## src/rtl/tx_deemph_pkg.sv

```systemverilog
package tx_deemph_pkg;

  // Highest number of post taps the encoder supports.
  localparam int MAX_POST = 2;

  // Symbol value of a line bit: 1 -> +1, 0 -> -1.
  function automatic int sym_of(input logic b);
    return b ? 1 : -1;
  endfunction

  // Limit a raw unsigned weight to the allowed ceiling.
  function automatic int clamp_wt(input int raw, input int lim);
    return (raw > lim) ? lim : raw;
  endfunction

  // FIR drive level of one slot.
  // bits[0] = current bit, bits[1] = one back, bits[2] = two back.
  function automatic int slot_level(input int total,
                                    input logic [MAX_POST:0] bits,
                                    input int w1,
                                    input int w2);
    int main_w;
    main_w = total - w1 - w2;
    return main_w * sym_of(bits[0]) - w1 * sym_of(bits[1]) - w2 * sym_of(bits[2]);
  endfunction

endpackage

```

## src/rtl/tx_deemph_history.sv

```systemverilog
module tx_deemph_history #(
  parameter int LANES = 8,
  parameter int POST  = 1
) (
  input  logic                  clk,
  input  logic                  rst_n,
  input  logic                  in_valid,
  input  logic [LANES-1:0]      in_word,
  output logic [LANES+POST-1:0] ext_bits,
  output logic [POST-1:0]       held_bits
);

  // Holds the last POST serial bits of the previous accepted word.
  always_ff @(posedge clk or negedge rst_n) begin
    if (!rst_n) begin
      held_bits <= '0;
    end else if (in_valid) begin
      held_bits <= in_word[LANES-1 -: POST];
    end
  end

  // Extended stream: slot k's current bit sits at index k+POST,
  // and its bit d slots earlier sits at index k+POST-d.
  assign ext_bits = {in_word, held_bits};

endmodule

```

## src/rtl/tx_deemph_lane.sv

```systemverilog
module tx_deemph_lane
  import tx_deemph_pkg::*;
#(
  parameter int TOTAL  = 32,
  parameter int POST   = 1,
  parameter int WGT_W  = 6,
  parameter int CODE_W = 7
) (
  input  logic [POST:0]               taps,
  input  logic [POST-1:0][WGT_W-1:0]  wts,
  output logic [CODE_W-1:0]           code,
  output logic                        trans
);

  logic [MAX_POST:0] bits_ext;
  int                w1;
  int                w2;
  int                level;

  always_comb begin
    bits_ext         = '0;
    bits_ext[POST:0] = taps;
    w1               = int'(wts[0]);
    w2               = (POST > 1) ? int'(wts[POST-1]) : 0;
    level            = slot_level(TOTAL, bits_ext, w1, w2);
    code             = CODE_W'(level);
  end

  // Transition between the slot bit and the bit sent just before it.
  assign trans = taps[0] ^ taps[1];

endmodule

```

## src/rtl/tx_deemph_outreg.sv

```systemverilog
module tx_deemph_outreg #(
  parameter int LANES  = 8,
  parameter int CODE_W = 7,
  parameter int TOTAL  = 32
) (
  input  logic                          clk,
  input  logic                          rst_n,
  input  logic                          in_valid,
  input  logic [LANES-1:0][CODE_W-1:0]  lane_codes,
  output logic                          out_valid,
  output logic [LANES*CODE_W-1:0]       out_codes
);

  localparam logic [CODE_W-1:0] IDLE_CODE = CODE_W'(-TOTAL);

  always_ff @(posedge clk or negedge rst_n) begin
    if (!rst_n) begin
      out_valid <= 1'b0;
      out_codes <= {LANES{IDLE_CODE}};
    end else begin
      out_valid <= in_valid;
      if (in_valid) begin
        out_codes <= lane_codes;
      end
    end
  end

endmodule

```

## src/rtl/tx_deemph_enc.sv

```systemverilog
module tx_deemph_enc
  import tx_deemph_pkg::*;
#(
  parameter int LANES     = 8,
  parameter int TOTAL     = 32,
  parameter int POST_TAPS = 1,
  parameter int WGT_W     = 6,
  localparam int CODE_W   = $clog2(TOTAL + 1) + 1
) (
  input  logic                        clk,
  input  logic                        rst_n,
  input  logic                        in_valid,
  input  logic [LANES-1:0]            in_word,
  input  logic [POST_TAPS*WGT_W-1:0]  post_wt,
  output logic                        out_valid,
  output logic [LANES*CODE_W-1:0]     out_codes
);

  localparam int WT_LIM = TOTAL / (2 * POST_TAPS);

  // Named internal events for the checker.
  logic [LANES+POST_TAPS-1:0]         ext_bits;
  logic [POST_TAPS-1:0]               held_bits;
  logic [POST_TAPS-1:0][WGT_W-1:0]    wt_eff;
  logic [LANES-1:0]                   lane_trans;
  logic [LANES-1:0][CODE_W-1:0]       lane_codes;

  tx_deemph_history #(
    .LANES (LANES),
    .POST  (POST_TAPS)
  ) u_hist (
    .clk       (clk),
    .rst_n     (rst_n),
    .in_valid  (in_valid),
    .in_word   (in_word),
    .ext_bits  (ext_bits),
    .held_bits (held_bits)
  );

  // Weight clamp, one per post tap.
  for (genvar j = 0; j < POST_TAPS; j++) begin : g_wt
    assign wt_eff[j] = WGT_W'(clamp_wt(int'(post_wt[j*WGT_W +: WGT_W]), WT_LIM));
  end

  // One encoder per serial slot.
  for (genvar k = 0; k < LANES; k++) begin : g_lane
    logic [POST_TAPS:0] taps;
    for (genvar d = 0; d <= POST_TAPS; d++) begin : g_tap
      assign taps[d] = ext_bits[k + POST_TAPS - d];
    end
    tx_deemph_lane #(
      .TOTAL  (TOTAL),
      .POST   (POST_TAPS),
      .WGT_W  (WGT_W),
      .CODE_W (CODE_W)
    ) u_lane (
      .taps  (taps),
      .wts   (wt_eff),
      .code  (lane_codes[k]),
      .trans (lane_trans[k])
    );
  end

  tx_deemph_outreg #(
    .LANES  (LANES),
    .CODE_W (CODE_W),
    .TOTAL  (TOTAL)
  ) u_out (
    .clk        (clk),
    .rst_n      (rst_n),
    .in_valid   (in_valid),
    .lane_codes (lane_codes),
    .out_valid  (out_valid),
    .out_codes  (out_codes)
  );

endmodule

```

## config.mk

```make
export PLATFORM = sky130hd
export DESIGN_NAME = tx_deemph_enc
export DESIGN_NICKNAME = d
export VERILOG_FILES = /design/src/rtl/tx_deemph_pkg.sv /design/src/rtl/tx_deemph_history.sv /design/src/rtl/tx_deemph_lane.sv /design/src/rtl/tx_deemph_outreg.sv /design/src/rtl/tx_deemph_enc.sv
export SDC_FILE = /design/constraint.sdc
export NUM_CORES = 1
export LEC_CHECK = 0
export BUFFER_PORTS_ARGS = -buffer_cell sky130_fd_sc_hd__buf_2
export CAP_MARGIN = 25
export CORE_ASPECT_RATIO = 2
export CORE_UTILIZATION = 55
export CTS_CLUSTER_DIAMETER = 120
export CTS_CLUSTER_SIZE = 40
export DETAILED_ROUTE_END_ITERATION = 8
export PLACE_DENSITY = 0.7
export SYNTH_ARGS = -nofsm -noshare
export SYNTH_HDL_FRONTEND = slang
export SYNTH_SLANG_ARGS = --single-unit
```

## constraint.sdc

```tcl
create_clock -name clk -period 13.6 [get_ports clk]
set_clock_uncertainty 0.2 [all_clocks]
set_input_delay 0.68 -clock clk [delete_from_list [all_inputs] [get_ports clk]]
set_output_delay 0.68 -clock clk [all_outputs]
set_load 0.01 [all_outputs]
```

==> run summary, run 1 <==
Netlist cell types: 42
sequential share of power: 13.1%
NetSw: 855.5 µW
num rows: 74
first-pass GRT wire length: 41.67 mm
fin. max-slew vios: 0
Max Cap Viol: 0
Switching Share: 41.24%
Int Pwr: 1219 µW
grt total ovfl: 0
placer's final routability congestion estimate: 0.8954
CP arrival: 8.76 ns
DRC viols: 0
Worst EP required: 13.65 ns
vias: 7703
number of nets with antenna violations after routing: 0
Worst slew margin: 33.09%
final total power: 2075 µW
pin count of the biggest net entering global routing: 67
CP Class: in2reg
Yosys warning total: 0
via density per instance: 5.142
Final HPWL DP: 21.06 mm
Post-CTS Setup Bufs: 0
synthesized cell area: 11530 µm²
Clk Latency, worst-skew pair: 0.31 ns
top post-synthesis cells by area: fa_1 29%, ha_1 20%, inv_1 11%
nets: 1603
H-tree lvl count: 2
fmax: 114.8 MHz
Sinks on Clock Net: 50
core area: 20460 µm²
Layout area overhead: 6.478%
initial core utilization: 56.35%
CTS tree: built
WL final: 25.45 mm
number of CTS-inserted buffers: 5
Crit path top cell by count: fa_1
crit path max fanout: 25
RR Endpoint: u_out.out_codes[6]
setup TNS: 0 ns
post-CTS sizing: 0
slowest CP cell: nand2_1
crit start category: input port
Comb power frac: 78.3%
fraction of layout cells with a size suffix above 1: 12.82%
final std cells w/o fill: 1498
worst hold slack: 0.2906 ns
Placed Instances: 1490
WL/cell: 16.99 µm
Hold WC Path Type: in2async
Mapped Cells: 1184
die width: 104.4 µm
Clk pin slew, worst setup/hold paths: 0.08 ns
Leakage: 0.006724 µW
initial drt markers: 288
top cell type's share of synthesized area: 29.17%
Power Density: 169.0 nW/µm²
Antenna Cells: 0
peak supply drop: 170.2 µV
Die Span Y: 206.8 µm
R2R depth: 17
Max Root-Sink Buffers: 2
Finish-stage setup viols: 0
vias in the first global route: 8504
Avg Inst Size Synth: 9.739 µm²
unrepaired setup endpoints after global routing: false
worst r2r src: u_hist.held_bits
register area share after synthesis: 11.02%
status: finished clean
GRT Total Usage: 25.52%
port bufs: 65
Clock Power Share: 8.7%
clock root cell: clkbuf_16
Yosys reg bits: 50
Die ar.: 21580 µm²
Final Critical Period: 8.709 ns
reg-to-reg slack, setup: 8.25 ns
initial antenna violation count: 0
final hold viol count: 0
Hold-fix buffers, CTS: 0
CP peak stage delay: 0.75 ns
first drt pass iteration count: 4
Slew @ Worst Pin: 1.004 ns
IO Pins: 74
CP Capture Type: register
Synth area leader: fa_1
Final Cycle Share: 64.04%
## area by class of cell
type                       instances  area (µm²)
clock inverter                     2       60.06
timing repair buffer              70       362.8
inverter                         344        1291
tap                              266       332.8
clock buffer                       6       138.9
fill                            1808        8184
sequential                        50        1271
multi-input combinational        760        8821
## per-stage QoR
step                area, µm²  utilization, %  worst slack (ns)
floorplan               11560               -             5.513
global placement        12080           59.03             4.876
detailed placement      12080           59.03             4.610
CTS                     12280           60.00             4.935
global route            12280           60.00             4.482
finish                  12280           60.00             4.891
## synthesized netlist by cell type, drive strengths merged
master / count
nand2b: 33
o22ai: 2
dfstp: 16
nand3: 2
a21oi: 30
nand2: 30
a31oi: 1
clkinv: 1
a21o: 14
inv: 343
clkbuf: 24
dfrtp: 34
xnor2: 94
nor3: 1
ha: 187
buf: 13
o21ai: 10
or2: 25
mux2: 29
o21a: 5
a32oi: 1
and3: 9
a221oi: 5
mux2i: 4
xor2: 24
or3: 4
conb: 1
and2: 4
fa: 168
nor2: 51
xnor3: 19
## cells in the final DEF, fill, tap and decap left out, drive strengths merged
cell,count
xnor2,94
fa,168
o21a,5
mux2i,4
and3,9
clkinv,1
dfstp,16
o21ai,10
buf,70
nand3,2
ha,187
xnor3,19
a21o,14
xor2,24
a31oi,1
nor2,51
nand2,30
a21oi,30
nor3,1
a221oi,5
conb,8
bufinv,2
dfrtp,34
a32oi,1
mux2,29
or3,4
and2,4
clkbuf,6
o22ai,2
inv,343
nand2b,33
or2,25
## power groups by stage
| stage | Combinational [µW] | Clock, µW | Sequential (µW) |
|---|---|---|---|
| floorplan | 1270 | 0 | 306 |
| global placement | 1590 | 0 | 274 |
| detailed placement | 1650 | 0 | 275 |
| CTS | 1660 | 182 | 273 |
| global route | 1840 | 187 | 281 |
| finish | 1620 | 180 | 272 |
## cell families (layout without fill, tap and decap cells)
logic type / after synthesis / after routing / share of synthesized area [%]
buf+inv: 381 / 422 / 12.71
fa+ha+maj: 355 / 355 / 49.46
simple gates: 159 / 159 / 6.988
xor+xnor: 137 / 137 / 12.89
compound gates: 68 / 68 / 3.689
flops: 50 / 50 / 11.02
mux: 33 / 33 / 3.212
other cells: 1 / 8 / 0.03252
## routing by layer
metal / vias to the layer above / global-route usage (%) / part of all wire, %
met3: 75 / 1.695 / 2.7
met1: 3837 / 26.96 / 36
met5: - / 0 / 0
met4: 0 / 14.08 / 5.3
met2: 187 / 49.74 / 56
li1: 3604 / - / -
## critical path: cells and delay by family
| family | cells | cell delay (ns) |
|---|---|---|
| buffers and inverters | 8 | 1.57 |
| and+or+nand+nor | 3 | 0.94 |
| AOI/OAI and AO/OA | 1 | 0.16 |
| xor gates and xnor gates | 6 | 2.03 |
| adders and majority gates | 7 | 3.35 |
## flip-flops by register name (all words and copies together) (netlist names)
signal	count
u_out.out_valid	1
u_hist.held_bits	1
u_out.out_codes	48
## worst max-delay path by stage
| stage | start | endpoint | slack [ns] | cells after the start |
|---|---|---|---|---|
| floorplan | post_wt[5] | u_out.out_codes[48] | 5.51 | 27 |
| CTS | post_wt[5] | u_out.out_codes[20] | 4.93 | 25 |
| finish | post_wt[5] | u_out.out_codes[20] | 4.89 | 25 |
| detailed placement | post_wt[5] | u_out.out_codes[20] | 4.61 | 25 |
| global route | post_wt[5] | u_out.out_codes[20] | 4.48 | 25 |
| global placement | post_wt[5] | u_out.out_codes[48] | 4.88 | 25 |
Note: power is estimated with default switching activity, not from simulation.
==> inputs of run 2 (changes only) <==
==> constraint.sdc (replaced) <==
create_clock -name clk -period 8.4 [get_ports clk]
set_clock_uncertainty 0.2 [all_clocks]
set_input_delay 0.42 -clock clk [delete_from_list [all_inputs] [get_ports clk]]
set_output_delay 0.42 -clock clk [all_outputs]
set_load 0.01 [all_outputs]
==> run 2 against run 1 <==
  * Utilization shrank 0.086 points
  * Design area down 0.14%
  * Global-route usage up 0.22 points
  * Via count increased by 0.40%
  * Total power is 60% higher
  * Register-to-register slack worse by 5.1 ns
  * Setup slack worse by 3.7 ns
  * Non-clock buffer count rose by 4
  * Sequential power rose by 62%
  * Cell count grew 0.27%
  * Die area stayed put
  * First-iteration DRC count decreased by 5.9%
  * Critical path type unchanged
==> run summary, run 2 (synthesis results as in run 1) <==
H-tree lvl count: 2 (unchanged)
placer's final routability congestion estimate: 0.8905 (-0.55%)
nets: 1607 (+0.25%)
NetSw: 1407 µW (+64%)
Final Critical Period: 7.213 ns
Max Root-Sink Buffers: 2 (unchanged)
WL/cell: 17.01 µm (+0.11%)
number of CTS-inserted buffers: 5 (unchanged)
num rows: 74 (unchanged)
number of nets with antenna violations after routing: 0 (unchanged)
Worst EP required: 8.45 ns (-5.20 ns)
post-CTS sizing: 0 (unchanged)
Reg with most FFs: u_out.out_codes
Comb power frac: 79.7% (+1.4 points)
CP Class: in2reg
fin. max-slew vios: 0 (unchanged)
status: finished clean
Sinks on Clock Net: 50 (unchanged)
clock root cell: clkbuf_16
vias: 7734 (+0.40%)
pin count of the biggest net entering global routing: 67 (unchanged)
port bufs: 65 (unchanged)
crit start category: input port
initial antenna violation count: 0 (unchanged)
most frequent cells in the layout: 342 x inv_1, 187 x ha_1, 168 x fa_1
Finish-stage setup viols: 0 (unchanged)
Hold WC Path Type: in2async
Int Pwr: 1911 µW (+57%)
crit path max fanout: 18 (-28%)
via density per instance: 5.149 (+0.14%)
Clock Power Share: 7.0% (-1.7 points)
Hold-fix buffers, CTS: 0 (unchanged)
vias in the first global route: 8797 (+3.4%)
CP Capture Type: register
first-pass GRT wire length: 42.16 mm (+1.2%)
Switching Share: 42.40% (+1.2 points)
Worst slew margin: 35.36% (+2.3 points)
Final HPWL DP: 21.04 mm (about the same)
first drt pass iteration count: 4 (unchanged)
WL final: 25.55 mm (+0.38%)
Die Span Y: 206.8 µm (unchanged)
DRC viols: 0 (unchanged)
Power Density: 270.6 nW/µm² (+60%)
Clk Latency, worst-skew pair: 0.32 ns (about the same)
Final Cycle Share: 85.87%
fmax: 138.6 MHz
largest registers: u_out.out_codes x48, u_hist.held_bits x1, u_out.out_valid x1
Layout area overhead: 6.326%
Max Cap Viol: 0 (unchanged)
grt total ovfl: 0 (unchanged)
fraction of layout cells with a size suffix above 1: 13.11% (+0.28 points)
initial drt markers: 271 (-5.9%)
Slew @ Worst Pin: 0.9697 ns (-0.03396 ns)
Antenna Cells: 0 (unchanged)
Clk pin slew, worst setup/hold paths: 0.09 ns (about the same)
max reg flops: 48 (unchanged)
IO Pins: 74 (unchanged)
GRT Total Usage: 25.75% (+0.22 points)
setup TNS: 0 ns (unchanged)
Final Core Density: 59.92% (-0.086 points)
sequential share of power: 13.3% (+0.2 points)
CTS tree: built
die width: 104.4 µm (unchanged)
Die ar.: 21580 µm² (unchanged)
most common cell after layout, fill and taps aside: inv_1
peak supply drop: 313.4 µV (+84%)
Leakage: 0.006721 µW (about the same)
initial core utilization: 56.35% (unchanged)
final hold viol count: 0 (unchanged)
core area: 20460 µm² (unchanged)
unrepaired setup endpoints after global routing: false
Post-CTS Setup Bufs: 0 (unchanged)
CP arrival: 7.26 ns (-1.50 ns)
[run 2: path summary, 6_finish.rpt]
check,startpoint,to,slack (ns),cells past startpoint
worst max-delay path,post_wt[0],u_out.out_codes[20],1.19,23
worst min-delay path,rst_n,u_out.out_codes[51],0.03,2
worst max register to register,u_hist.held_bits,u_out.out_codes[6],3.14,17
worst min register to register,u_out.out_codes[27],u_out.out_codes[27],0.29,2
max in group asynchronous,rst_n,u_out.out_codes[32],7.47,2
min in group clk,u_out.out_codes[27],u_out.out_codes[27],0.29,2
[run 2: area by class of cell]
cell class	count	area, µm²
clock buffers	5	125.1
multi-input cells	760	8821
fillers	1850	8202
flip-flops and latches	50	1271
clock inverters	3	26.28
inverters	344	1291
repair buffers	74	392.9
well taps	266	332.8
[run 2: stage by stage]
step / hold slack (ns) / setup WS, ns / instance area (µm²) / power [µW] / std cells
floorplan: -0.07559 / 0.5731 / 11560 / 2548 / 1191
global placement: 0.2716 / 1.100 / 12110 / 3023 / 1494
detailed placement: 0.2783 / 0.8877 / 12110 / 3123 / 1494
CTS: 0.06653 / 1.230 / 12260 / 3369 / 1502
global route: 0.1083 / 0.7847 / 12260 / 3679 / 1502
finish: 0.03157 / 1.187 / 12260 / 3318 / 1502
[run 2: routing by layer]
metal  wire length (µm)  GRT usage, %  vias to the layer above
li1                   -             -                     3615
met1               8752         26.34                     3859
met2              14270         50.45                      186
met3               1190         2.198                       74
met4               1337         14.95                        0
met5                  0             0                        -
[run 2: power groups by stage]
stage,clock network (µW),logic (µW),registers (µW)
after detailed placement,0,2680,444
after CTS,238,2690,441
after global placement,0,2580,443
after global routing,245,2980,454
final,233,2650,440
after floorplan,0,2050,496
[run 2: worst max-delay path, cell delays in order]
cell and delay [ns]:
buf_2 0.23, and2_1 0.21, inv_1 0.18, ha_1 0.46, clkinv_1 0.34, xnor2_1 0.23
buf_4 0.23, nand2b_1 0.13, inv_1 0.07, fa_1 0.60, inv_1 0.08, fa_1 0.50
fa_1 0.55, fa_1 0.44, fa_1 0.55, inv_1 0.06, fa_1 0.44, xnor2_1 0.20
xnor3_1 0.32, xnor3_1 0.38, xnor3_1 0.35, xor2_1 0.15, a21oi_1 0.14
